[src/rtl/spad_pkg.sv]
package spad_pkg;
  typedef enum logic [2:0] {
    OP_NONE = 3'd0,
    OP_INC  = 3'd1,
    OP_DEC  = 3'd2,
    OP_LDLO = 3'd3,
    OP_LDHI = 3'd4
  } spadOp_e;

  typedef enum logic [1:0] {
    PICK_N = 2'd0,
    PICK_P = 2'd1,
    PICK_X = 2'd2
  } spadPick_e;

  localparam int PTR_CNT = 3;

  typedef struct packed {
    logic                incEn;
    logic                decEn;
    logic                loLdEn;
    logic                hiLdEn;
    spadPick_e           pick;
    logic [PTR_CNT-1:0]  ptrLd;
  } spadStrb_t;
endpackage

[src/rtl/spad_ctrl.sv]
module spad_ctrl
  import spad_pkg::*;
(
  input  logic [2:0]         opCode,
  input  logic [1:0]         selChoice,
  input  logic [PTR_CNT-1:0] selLoad,
  output spadStrb_t          strb
);
  always_comb begin
    strb        = '0;
    strb.incEn  = (opCode == OP_INC);
    strb.decEn  = (opCode == OP_DEC);
    strb.loLdEn = (opCode == OP_LDLO);
    strb.hiLdEn = (opCode == OP_LDHI);
    strb.ptrLd  = selLoad;
    case (selChoice)
      2'd1:    strb.pick = PICK_P;
      2'd2:    strb.pick = PICK_X;
      default: strb.pick = PICK_N;
    endcase
  end
endmodule

[src/rtl/spad_dp.sv]
module spad_dp
  import spad_pkg::*;
#(
  parameter int REG_W   = 16,
  parameter int REG_CNT = 16,
  parameter int BYTE_W  = 8,
  localparam int IDX_W  = $clog2(REG_CNT),
  localparam int HI_W   = REG_W - BYTE_W
) (
  input  logic              clk,
  input  logic              rstN,
  input  spadStrb_t         strb,
  input  logic [IDX_W-1:0]  selNew,
  input  logic [BYTE_W-1:0] busIn,
  input  logic              byteSel,
  output logic [REG_W-1:0]  addrOut,
  output logic [BYTE_W-1:0] busOut
);
  logic [IDX_W-1:0] ptrQ [PTR_CNT];
  logic [REG_W-1:0] regQ [REG_CNT];
  logic [IDX_W-1:0] curIdx;
  logic [REG_W-1:0] curVal;
  logic [REG_W-1:0] nextVal;
  logic             anyWr;

  for (genvar p = 0; p < PTR_CNT; p++) begin : g_ptr
    always_ff @(posedge clk or negedge rstN) begin
      if (!rstN)              ptrQ[p] <= '0;
      else if (strb.ptrLd[p]) ptrQ[p] <= selNew;
    end
  end

  always_comb begin
    case (strb.pick)
      PICK_P:  curIdx = ptrQ[1];
      PICK_X:  curIdx = ptrQ[2];
      default: curIdx = ptrQ[0];
    endcase
  end

  assign curVal = regQ[curIdx];
  assign anyWr  = strb.incEn | strb.decEn | strb.loLdEn | strb.hiLdEn;

  always_comb begin
    nextVal = curVal;
    if (strb.incEn)       nextVal = curVal + REG_W'(1);
    else if (strb.decEn)  nextVal = curVal - REG_W'(1);
    else if (strb.loLdEn) nextVal = {curVal[REG_W-1:BYTE_W], busIn};
    else if (strb.hiLdEn) nextVal = {busIn[HI_W-1:0], curVal[BYTE_W-1:0]};
  end

  for (genvar r = 0; r < REG_CNT; r++) begin : g_reg
    always_ff @(posedge clk or negedge rstN) begin
      if (!rstN)                          regQ[r] <= '0;
      else if (anyWr && curIdx == IDX_W'(r)) regQ[r] <= nextVal;
    end
  end

  assign addrOut = curVal;
  assign busOut  = byteSel ? BYTE_W'(curVal[REG_W-1:BYTE_W]) : curVal[BYTE_W-1:0];
endmodule

[src/rtl/spad_file.sv]
module spad_file
  import spad_pkg::*;
#(
  parameter int REG_W   = 16,
  parameter int REG_CNT = 16,
  localparam int IDX_W  = $clog2(REG_CNT)
) (
  input  logic             clk,
  input  logic             rstN,
  input  logic [2:0]       opCode,
  input  logic [1:0]       selChoice,
  input  logic [2:0]       selLoad,
  input  logic [IDX_W-1:0] selNew,
  input  logic [7:0]       busIn,
  input  logic             byteSel,
  output logic [REG_W-1:0] addrOut,
  output logic [7:0]       busOut
);
  spadStrb_t strb;

  spad_ctrl u_ctrl (
    .opCode   (opCode),
    .selChoice(selChoice),
    .selLoad  (selLoad),
    .strb     (strb)
  );

  spad_dp #(.REG_W(REG_W), .REG_CNT(REG_CNT), .BYTE_W(8)) u_dp (
    .clk    (clk),
    .rstN   (rstN),
    .strb   (strb),
    .selNew (selNew),
    .busIn  (busIn),
    .byteSel(byteSel),
    .addrOut(addrOut),
    .busOut (busOut)
  );
endmodule

[config.mk]
export PLATFORM = sky130hd
export DESIGN_NAME = spad_file
export DESIGN_NICKNAME = d
export VERILOG_FILES = /design/src/rtl/spad_pkg.sv /design/src/rtl/spad_ctrl.sv /design/src/rtl/spad_dp.sv /design/src/rtl/spad_file.sv
export SDC_FILE = /design/constraint.sdc
export NUM_CORES = 1
export LEC_CHECK = 0
export BUFFER_PORTS_ARGS = -buffer_cell sky130_fd_sc_hd__buf_4
export CAP_MARGIN = 20
export CORE_MARGIN = 2
export CORE_UTILIZATION = 60
export CTS_BUF_LIST = sky130_fd_sc_hd__clkbuf_4
export DETAILED_ROUTE_END_ITERATION = 6
export GPL_ROUTABILITY_DRIVEN = 1
export PLACE_DENSITY = 0.81
export SYNTH_ARGS = -nofsm -noshare
export SYNTH_HDL_FRONTEND = slang
export SYNTH_SLANG_ARGS = --single-unit
[constraint.sdc]
create_clock -name clk -period 5.3 [get_ports clk]
set_input_delay 0 -clock clk [delete_from_list [all_inputs] [get_ports clk]]
set_output_delay 0 -clock clk [all_outputs]
set_load 0.02 [all_outputs]
==> out/summary.txt, run 1 <==
Final instance area - 15,500 um2
CTS Root Cell - clkbuf_4
GPL Wtd Cong - 0.977
CP endpoint kind - register
Mapped Area - 13,800 um2
Detailed Route Iter0 Violations - 1,739
Post-synth EDFFs - 0
First-pass GRT wire length - 67.6 mm
Critical Path, Cell by Cell - a221oi_2 -> or4_1 -> a31oi_1 -> a22oi_1 -> o311ai_2 -> buf_4 -> inv_1 -> ha_1 -> nand3_1 -> nor4_2 -> mux2_2 -> a22oi_1 -> buf_4 -> o21ai_0
RSZ-0062 raised after global routing - no
Initial antenna violation count - 1
Worst VDD drop - 0.203 mV
Count of final setup violators - 0
Seq/Total Area, Yosys - 48.5%
TNS Setup - 0 ns
Longest Clk Path Bufs - 3
Clock Sinks - 268
Placed Area - 14,400 um2
Worst hold path startpoint - busIn[1]
Ranking of synthesized cells by area - dfrtp_1 (48%), o21ai_0 (8.6%), nand2_1 (7.9%)
Minimum clock period - 4.51 ns
Synth-to-Final Area Change - 12.0%
DP Cell Count - 1,789
Tot Pwr - 0.00827 W
Hold EP - u_dp.regQ[121]
Synth top area share - 48.5%
Crit path launch type - register
Port Buffer Count - 46
Clock-pin transition on the worst setup and hold timing paths - 0.07 ns
CTS tree - done
Dominant cell by count in the synthesized netlist - nand2_1
Status - complete, no violations
Crit-path slowest cell - or4_1
H-tree levels - 3
Share of post-route cells with drive strength above 1 - 18.1%
Fin Hold WS - 0.0493 ns
HP Class - input port to register
YS warnings - 0
Worst-path maximum fanout - 16
Max stage delay on crit path - 0.88 ns
Total GRT Usage - 35.8%
Cell taking the most area after synthesis - dfrtp_1
Initial core utilization - 61.1%
Required @ worst endpoint - 5.79 ns
Worst Reg-to-Reg Cells - 14
WS Path Type - register to register
Std cell rows - 55
Arr. time, crit path - 5.00 ns
Die Ht - 156 um
Async SR Flop Fraction - 100%
DRT Pass-1 Iters - 7
Leak - 6.83 nW
Vias per cell - 6.64
Layout Nets - 1,630
RR Startpoint - u_dp.ptrQ[3]
PostCTS Resize Cnt - 0
Routed len/inst - 22.3 um
IO Pins - 47
Hold Path Cell Cnt - 6
Final Hold Vio Count - 0
Maxcap violations - 0
Rel. slew slack - 24.5%
Fmax - 222 MHz
Final Skew - 0.0545 ns
Hold_buf cts - 18
Power Dens Cells - 533 nW/um2
Worst-margin pin slew - 1.13 ns
CTS Buf Count - 72
Syn Area/Cell - 8.92 um2
Reg-to-reg slack, setup - 0.79 ns
Largest net degree at the start of global routing - 160
Synth Instances - 1,550
Yosys reg bits - 268
Post-DP HPWL - 26.3 mm
Routed vias - 12.8k
Synth cell count leaders - nand2_1 (292), dfrtp_1 (268), o21ai_0 (239)
Vias in the first global route - 12.3k
Die W - 156 um
Drt total wl - 43.1 mm
Final Cycle Share - 85.2%
Antenna Nets Post-Route - 0
Fin. max-slew vios - 0
Final cell count without fillers - 1,931
Global route overflow - 0
Netlist cell types - 77
Remaining DRCs - 0
Reg2reg end - u_dp.regQ[134]
Number of setup buffers added after CTS - 0
Core area - 22,600 um2
Clk Latency, worst-skew pair - 0.70 ns
Die area - 24,300 um2
Net Count, Synth - 1,577
Ys flop type - dfrtp_1
## state kept, by name, indices dropped and copies added, names as in the netlist
name	cells
u_dp.regQ	256
u_dp.ptrQ	12
## area by class of cell
type                            count  area, um2
Clock inverter                     11       67.6
Timing Repair Buffer              113       1060
Fill cell                        1768       7140
Multi-Input combinational cell   1136       6470
Inverter                           12       45.0
Sequential cell                   268       6710
Antenna cell                        1       2.50
Clock buffer                      105        788
Tap cell                          285        357
## how the worst max path moves through the flow
stage	start	end	cells after the start
after floorplan	selChoice[0]	u_dp.regQ[108]	16
final	u_dp.ptrQ[3]	u_dp.regQ[134]	14
after detailed placement	selChoice[0]	u_dp.regQ[238]	15
after CTS	u_dp.ptrQ[0]	u_dp.regQ[78]	12
after global placement	selChoice[0]	u_dp.regQ[30]	15
after global routing	u_dp.ptrQ[3]	u_dp.regQ[88]	14
## power by group
part | switching [W] | total [W] | internal [W]
sequential | 0.000453 | 0.00337 | 0.00291
combinational | 0.00199 | 0.00312 | 0.00113
clock | 0.000834 | 0.00178 | 0.000945
## per-stage QoR
step                utilization (%)  setup slack, ns
floorplan                         -             1.20
global placement               63.3            0.687
detailed placement             63.4            0.575
CTS                            68.0            0.900
global route                   68.5            0.579
finish                         68.5            0.786
## cells by family (layout without fill, tap and decap cells)
| logic type | Yosys count | after routing | synth area share, % |
|---|---|---|---|
| other | 0 | 1 | 0 |
| adders and majority gates | 5 | 5 | 0.434 |
| and+or+nand+nor | 584 | 584 | 19.0 |
| AOI/OAI and AO/OA | 475 | 475 | 20.8 |
| muxes | 66 | 66 | 5.63 |
| xor gates and xnor gates | 6 | 6 | 0.380 |
| DFF | 268 | 268 | 48.5 |
| buffers and inverters | 146 | 241 | 5.22 |
## critical path, delay by kind of cell, from the launching register on
kind / cells / cell delay [ns]
AO/OA/AOI/OAI: 6 / 1.40
flip-flops: 1 / 0.40
AND/OR/NAND/NOR: 3 / 1.40
buffers and inverters: 3 / 0.60
multiplexers: 1 / 0.39
adder cells (fa/ha/maj): 1 / 0.16
## layer usage
| metal | vias up | GRT usage, % | part of all wire [%] |
|---|---|---|---|
| li1 | 5706 | - | - |
| met1 | 6106 | 49.6 | 40 |
| met2 | 857 | 52.7 | 44 |
| met3 | 147 | 9.42 | 12 |
| met4 | 0 | 17.6 | 4.2 |
| met5 | - | 0 | 0 |
## cells in the final DEF, fill, tap and decap left out, drive strengths merged, types with 3 or more instances in the layout
| master | Yosys | layout |
|---|---|---|
| xor2 | 4 | 4 |
| mux4 | 4 | 4 |
| clkinv | 0 | 7 |
| and3 | 16 | 16 |
| nand2 | 295 | 295 |
| a21oi | 15 | 15 |
| or4 | 4 | 4 |
| a311oi | 8 | 8 |
| a221oi | 4 | 4 |
| a41oi | 3 | 3 |
| buf | 54 | 94 |
| and2 | 3 | 3 |
| dlygate4sd3 | 0 | 19 |
| o31ai | 17 | 17 |
| a221o | 3 | 3 |
| a32oi | 9 | 9 |
| nand2b | 5 | 5 |
| nor4 | 8 | 8 |
| nor2 | 61 | 61 |
| o21ai | 288 | 288 |
| nand3 | 155 | 155 |
| nand4 | 15 | 15 |
| clkbuf | 80 | 105 |
| o311ai | 5 | 5 |
| dfrtp | 268 | 268 |
| a2bb2oi | 3 | 3 |
| nor2b | 3 | 3 |
| nor3 | 11 | 11 |
| o211ai | 4 | 4 |
| a31oi | 65 | 65 |
| inv | 12 | 15 |
| mux2 | 55 | 55 |
| o21a | 3 | 3 |
| a211oi | 15 | 15 |
| a22oi | 19 | 19 |
| mux2i | 7 | 7 |
| ha | 4 | 4 |
Note: power is estimated with default switching activity, not from simulation.
==> run 2: changes to the inputs <==
- PLACE_DENSITY: 0.81 -> 0.77
==> run 2 against run 1 <==
  * Register-to-register slack worse by 0.32 ns
  * Non-clock buffer count is 8 higher
  * Fmax is 6.7% lower
  * The run now ends with design-rule violations, negative hold slack left
  * Largest cell class unchanged
  * Clock skew down 0.0088 ns
  * Combinational power is essentially flat
==> out/summary.txt, run 2 (synthesis gave the netlist of run 1 again) <==
TNS Setup - 0 ns
Remaining DRCs - 1
Max stage delay on crit path - 0.65 ns
Critical Path, Cell by Cell - a22oi_1 -> o21a_2 -> buf_4 -> nand3_1 -> a22oi_1 -> nand2_1 -> or4_1 -> o311ai_0 -> and3_1 -> o21ai_0
PostCTS Resize Cnt - 0
FILL cells - 1,810
Worst-margin pin slew - 1.16 ns
Number of setup buffers added after CTS - 0
WS Path Type - register to register
RSZ-0062 raised after global routing - no
Longest Clk Path Bufs - 3
Clock Sinks - 268
Initial core utilization - 61.1%
Power Dens Cells - 535 nW/um2
IO Pins - 47
Post-DP HPWL - 28.2 mm
Initial antenna violation count - 1
Drt total wl - 44.4 mm
Global route overflow - 0
Sequential power share - 40.7%
Crit-path slowest cell - o21a_2
Biggest regs - u_dp.regQ x256, u_dp.ptrQ x12
Clk Latency, worst-skew pair - 0.71 ns
Vias per cell - 6.65
First-pass GRT wire length - 69.4 mm
Status - complete, but fails checks
Commonest non-fill, non-tap cell in the layout - nand2_1
Routed vias - 12.9k
Total GRT Usage - 37.0%
Top reg by flops - u_dp.regQ
Seq. cell area - 6710 um2
Final Skew - 0.0457 ns
Fin. max-slew vios - 0
Tot Pwr - 0.00835 W
Internal - 0.00500 W
Met1 usage - 53.2%
H-tree levels - 3
HP Class - input port to async pin
Final Hold Vio Count - 25
Clock share of power - 21.8%
Met3 usage - 8.36%
Rel. slew slack - 22.3%
Antenna Nets Post-Route - 0
Failing checks - design-rule violations, negative hold slack
Largest register FFs - 256
Clock-pin transition on the worst setup and hold timing paths - 0.06 ns
Fmax - 207 MHz
Met2 global-route usage - 52.9%
Port Buffer Count - 46
Worst VDD drop - 0.222 mV
Psw - 0.00335 W
Switching share of power - 40.2%
DP Cell Count - 1,798
Worst-path maximum fanout - 33
Most frequent cells in the layout - nand2_1 (292), dfrtp_1 (268), o21ai_0 (239)
Required @ worst endpoint - 5.81 ns
Core area - 22,600 um2
GPL Wtd Cong - 1.01
Leak - 6.88 nW
Multi-input gate area - 6470 um2
Count of final setup violators - 0
Comb pwr share - 37.5%
Die W - 156 um
Die Ht - 156 um
Busiest grt layer - met1
CP most frequent cell - a22oi_1
Die area - 24,300 um2
Arr. time, crit path - 5.35 ns
Fin Hold WS - -0.0622 ns
Final cell count without fillers - 1,944
Detailed Route Iter0 Violations - 1,671
Final Cycle Share - 91.3%
CTS Root Cell - clkbuf_4
Vias in the first global route - 12.5k
DRT Pass-1 Iters - 7
CP endpoint kind - register
Routed len/inst - 22.8 um
Synth-to-Final Area Change - 12.7%
CTS tree - done
Share of post-route cells with drive strength above 1 - 18.2%
Std cell rows - 55
Maxcap violations - 0
Layout Nets - 1,638
Crit path launch type - register
Minimum clock period - 4.84 ns
Largest net degree at the start of global routing - 145
CTS Buf Count - 72
## run 2: area by class of cell
type	instances	area share, %
multi-input cells	1136	41.5
clock buffers	96	4.62
diodes	2	0.0321
clock inverters	24	1.02
flip-flops and latches	268	43.0
well taps	285	2.29
repair buffers	121	7.22
inverters	12	0.289
## run 2: power by group through the flow
stage | sequential, W | clock, W | combinational, W
CTS | 0.00337 | 0.00184 | 0.00305
global route | 0.00347 | 0.00194 | 0.00344
global placement | 0.00337 | 0 | 0.00295
floorplan | 0.00324 | 0 | 0.00212
finish | 0.00340 | 0.00182 | 0.00313
detailed placement | 0.00339 | 0 | 0.00303
## run 2: through the flow
step                      setup slack, ns  utilization [%]  area, um2
after CTS                           0.631             68.3      15500
after global routing                0.296             68.9      15600
after detailed placement            0.598             63.6      14400
after floorplan                      1.20                -      13800
after global placement              0.627             63.3      14300
final                               0.462             68.9      15600
## run 2: worst paths after layout
check / to / start / depth (start not counted) / slack [ns]
setup / recovery: u_dp.regQ[231] / u_dp.ptrQ[1] / 10 / 0.46
hold / removal: u_dp.ptrQ[7] / rstN / 2 / -0.06
setup reg to reg: u_dp.regQ[231] / u_dp.ptrQ[1] / 10 / 0.46
hold reg to reg: u_dp.regQ[24] / u_dp.regQ[24] / 2 / 0.48
min in group clk: u_dp.regQ[204] / busIn[4] / 3 / 0.07
max in group asynchronous: u_dp.regQ[13] / rstN / 3 / 4.09
## run 2: critical path: cells and delay by family, from the launching register on
family / cells / cell delay, ns
compound gates: 5 / 2.04
simple gates: 4 / 1.79
buf+inv: 1 / 0.41
flops: 1 / 0.40
## run 2: metal layers
| layer | share of wire [%] | routed length (um) |
|---|---|---|
| met5 | 0 | 0 |
| met4 | 4.6 | 2020 |
| met3 | 12 | 5370 |
| met2 | 42 | 18800 |
| met1 | 41 | 18200 |
## run 2: what timing repair did
| item | in CTS | in global routing |
|---|---|---|
| endpoints found under the hold margin | 253 | 0 |
| hold buffers | 18 | 0 |
| endpoints found under the setup margin | 0 | 0 |
==> run 3: changes to the inputs <==
- SYNTH_HIERARCHICAL: not set -> 1
==> run 3 against run 2 <==
  * Sequential cell count unchanged
  * Global-route usage fell by 2.0 points
  * Area after synthesis hardly changed
  * Via count decreased by 7.6%
  * Sequential power is 1% lower
  * Wire length down 5.9%
  * Count of clock-buffer cells in the layout rose by 2
  * Final cell count is 6.6% lower
  * The flow finishes with violations (negative hold slack)
  * Clock power hardly changed
  * Worst setup slack improved by 0.44 ns
  * Hold slack better by 0.055 ns
  * Fmax is 10% higher
  * Largest cell class unchanged
==> out/summary.txt, run 3 <==
Status - complete, but fails checks
Failing checks - negative hold slack
Vias in the first global route - 11.6k
Mapped Area - 13,800 um2
Psw - 0.00313 W
Share of post-route cells with drive strength above 1 - 24.1%
Longest Clk Path Bufs - 3
Routed len/inst - 23.0 um
Largest register FFs - 256
Drt total wl - 41.8 mm
Post-DP HPWL - 26.1 mm
Syn Area/Cell - 9.80 um2
Die Ht - 156 um
Clk Latency, worst-skew pair - 0.69 ns
Final Hold Vio Count - 10
Reg2reg end - u_dp/regQ[62]
Final Cycle Share - 82.9%
Port Buffer Count - 46
CTS Buf Count - 71
HP Class - input port to async pin
CTS tree - done
Final Util - 68.3%
First-pass GRT wire length - 65.2 mm
Count of final setup violators - 0
FILL cells - 1,754
Std cell rows - 55
Ranking of synthesized cells by area - dfrtp_1 (49%), mux2_2 (8.2%), o21ai_0 (7.4%)
Maxcap violations - 0
Die area - 24,300 um2
Comb pwr share - 36.6%
Synth top area share - 48.5%
IO Pins - 47
Worst-path maximum fanout - 57
Synth Instances - 1,411
Final Skew - 0.0430 ns
TNS Setup - 0 ns
Die W - 156 um
Top reg by flops - u_dp/regQ
Commonest non-fill, non-tap cell in the layout - dfrtp_1
Seq/Total Area, Yosys - 48.5%
WS Path Type - register to register
Global route overflow - 0
Initial antenna violation count - 1
Vias per cell - 6.58
Post-synth EDFFs - 0
Minimum clock period - 4.39 ns
PostCTS Resize Cnt - 0
Biggest regs - u_dp/regQ x256, u_dp/ptrQ x12
Leak - 6.94 nW
Net Count, Synth - 1,438
CP endpoint kind - register
DRT Pass-1 Iters - 5
Cell taking the most area after synthesis - dfrtp_1
Ys flop type - dfrtp_1
Routed vias - 12.0k
Power Dens Cells - 530 nW/um2
Arr. time, crit path - 4.99 ns
GPL Wtd Cong - 0.971
Switching share of power - 38.2%
Initial core utilization - 61.1%
Fin. max-slew vios - 0
Yosys reg bits - 268
Synth cell count leaders - dfrtp_1 (268), nand2_1 (236), o21ai_0 (205)
Layout Nets - 1,513
Most frequent cells in the layout - dfrtp_1 (268), nand2_1 (236), o21ai_0 (205)
Remaining DRCs - 0
Core area - 22,600 um2
Tot Pwr - 0.00819 W
Rel. slew slack - 30.6%
Sequential power share - 40.9%
RR Startpoint - u_dp/ptrQ[1]
Reg-to-reg slack, setup - 0.91 ns
Fmax - 228 MHz
YS warnings - 6
Total GRT Usage - 35.0%
Synth-to-Final Area Change - 11.9%
Worst-margin pin slew - 1.04 ns
Clock Sinks - 268
CTS Root Cell - clkbuf_4
Detailed Route Iter0 Violations - 1,404
Largest net degree at the start of global routing - 157
Worst Reg-to-Reg Cells - 11
Fin Hold WS - -0.00719 ns
Required @ worst endpoint - 5.90 ns
Netlist cell types - 82
Worst VDD drop - 0.228 mV
Crit path launch type - register
Async SR Flop Fraction - 100%
RSZ-0062 raised after global routing - no
H-tree levels - 3
Clock share of power - 22.5%
Dominant cell by count in the synthesized netlist - dfrtp_1
Internal - 0.00506 W
Antenna Nets Post-Route - 0
Clock-pin transition on the worst setup and hold timing paths - 0.06 ns
run 3: cell count changes after synthesis, moves of 9 or more:
cell	previous run	this run
a211oi_1	14	40
a21oi_1	15	31
a22oi_1	17	3
a31oi_1	65	17
and3_1	16	34
clkbuf_1	79	62
mux2_2	55	101
nand2_1	292	236
nand3_1	154	94
nand4_1	14	5
nor2_1	61	39
o21ai_0	239	205
o21ai_1	47	23
o31ai_1	17	1
run 3: worst max path at each step:
stage / endpoint / start / cells past startpoint
final: u_dp/regQ[62] / u_dp/ptrQ[1] / 11
after global routing: u_dp/regQ[14] / u_dp/ptrQ[1] / 11
after CTS: u_dp/regQ[62] / u_dp/ptrQ[1] / 11
after detailed placement: u_dp/regQ[62] / selChoice[1] / 15
after global placement: u_dp/regQ[254] / selChoice[1] / 15
after floorplan: u_dp/regQ[104] / selChoice[0] / 21
run 3: critical path: stages (launching register included):
cell	delay (ns)
dfrtp_1	0.42
a221o_2	0.57
nand2_8	0.38
buf_4	0.31
a211oi_1	0.24
a211oi_1	0.07
or4_1	0.71
nor2_1	0.19
and3_1	0.27
nand3_1	0.13
a32oi_2	0.69
mux2_2	0.29
run 3: cells by family (layout without fill, tap and decap cells):
| logic type | Yosys count | in the layout | synth area share, % |
|---|---|---|---|
| adder cells (fa/ha/maj) | 4 | 4 | 0.362 |
| AO/OA/AOI/OAI | 402 | 402 | 18.7 |
| other | 0 | 1 | 0 |
| multiplexers | 124 | 124 | 10.3 |
| flip-flops | 268 | 268 | 48.5 |
| AND/OR/NAND/NOR | 465 | 465 | 16.0 |
| XOR/XNOR | 18 | 18 | 1.14 |
| buffers and inverters | 130 | 249 | 5.01 |
run 3: area by class of cell:
type | instances | area (um2) | share of cell area, %
inverters | 7 | 26.3 | 0.170
flip-flops and latches | 268 | 6710 | 43.4
clock inverters | 19 | 158 | 1.02
clock buffers | 98 | 736 | 4.76
well taps | 285 | 357 | 2.31
repair buffers | 125 | 1020 | 6.60
multi-input cells | 1013 | 6460 | 41.8
diodes | 1 | 2.50 | 0.0162
run 3: power groups by stage:
| stage | combinational (W) | clock [W] | sequential [W] |
|---|---|---|---|
| 5_1_grt | 0.00327 | 0.00199 | 0.00342 |
| 2_1_floorplan | 0.00213 | 0 | 0.00320 |
| 3_3_place_gp | 0.00284 | 0 | 0.00331 |
| 3_5_place_dp | 0.00293 | 0 | 0.00335 |
| 4_1_cts | 0.00294 | 0.00188 | 0.00332 |
| 6_report | 0.00299 | 0.00185 | 0.00335 |
run 3: metal layers:
layer	GRT usage (%)	vias to the layer above	routed length [um]
met1	46.4	5799	16700
met2	52.8	721	18600
met4	18.4	0	2090
met5	0	-	0
li1	-	5286	-
met3	9.53	146	4360
run 3: timing repair:
action	in CTS	in global routing
hold endpoints to repair	151	0
setup buffers	0	0
hold buffers	15	0
run 3: stage by stage:
step           hold WS (ns)  std cells  cell area [um2]  setup WS [ns]
2_1_floorplan        -0.296       1411            13800           1.34
3_3_place_gp          0.128       1683            14400          0.628
3_5_place_dp          0.130       1683            14400          0.475
4_1_cts             0.00277       1815            15500          0.995
5_1_grt              0.0405       1816            15500          0.759
6_report           -0.00719       1816            15500          0.907
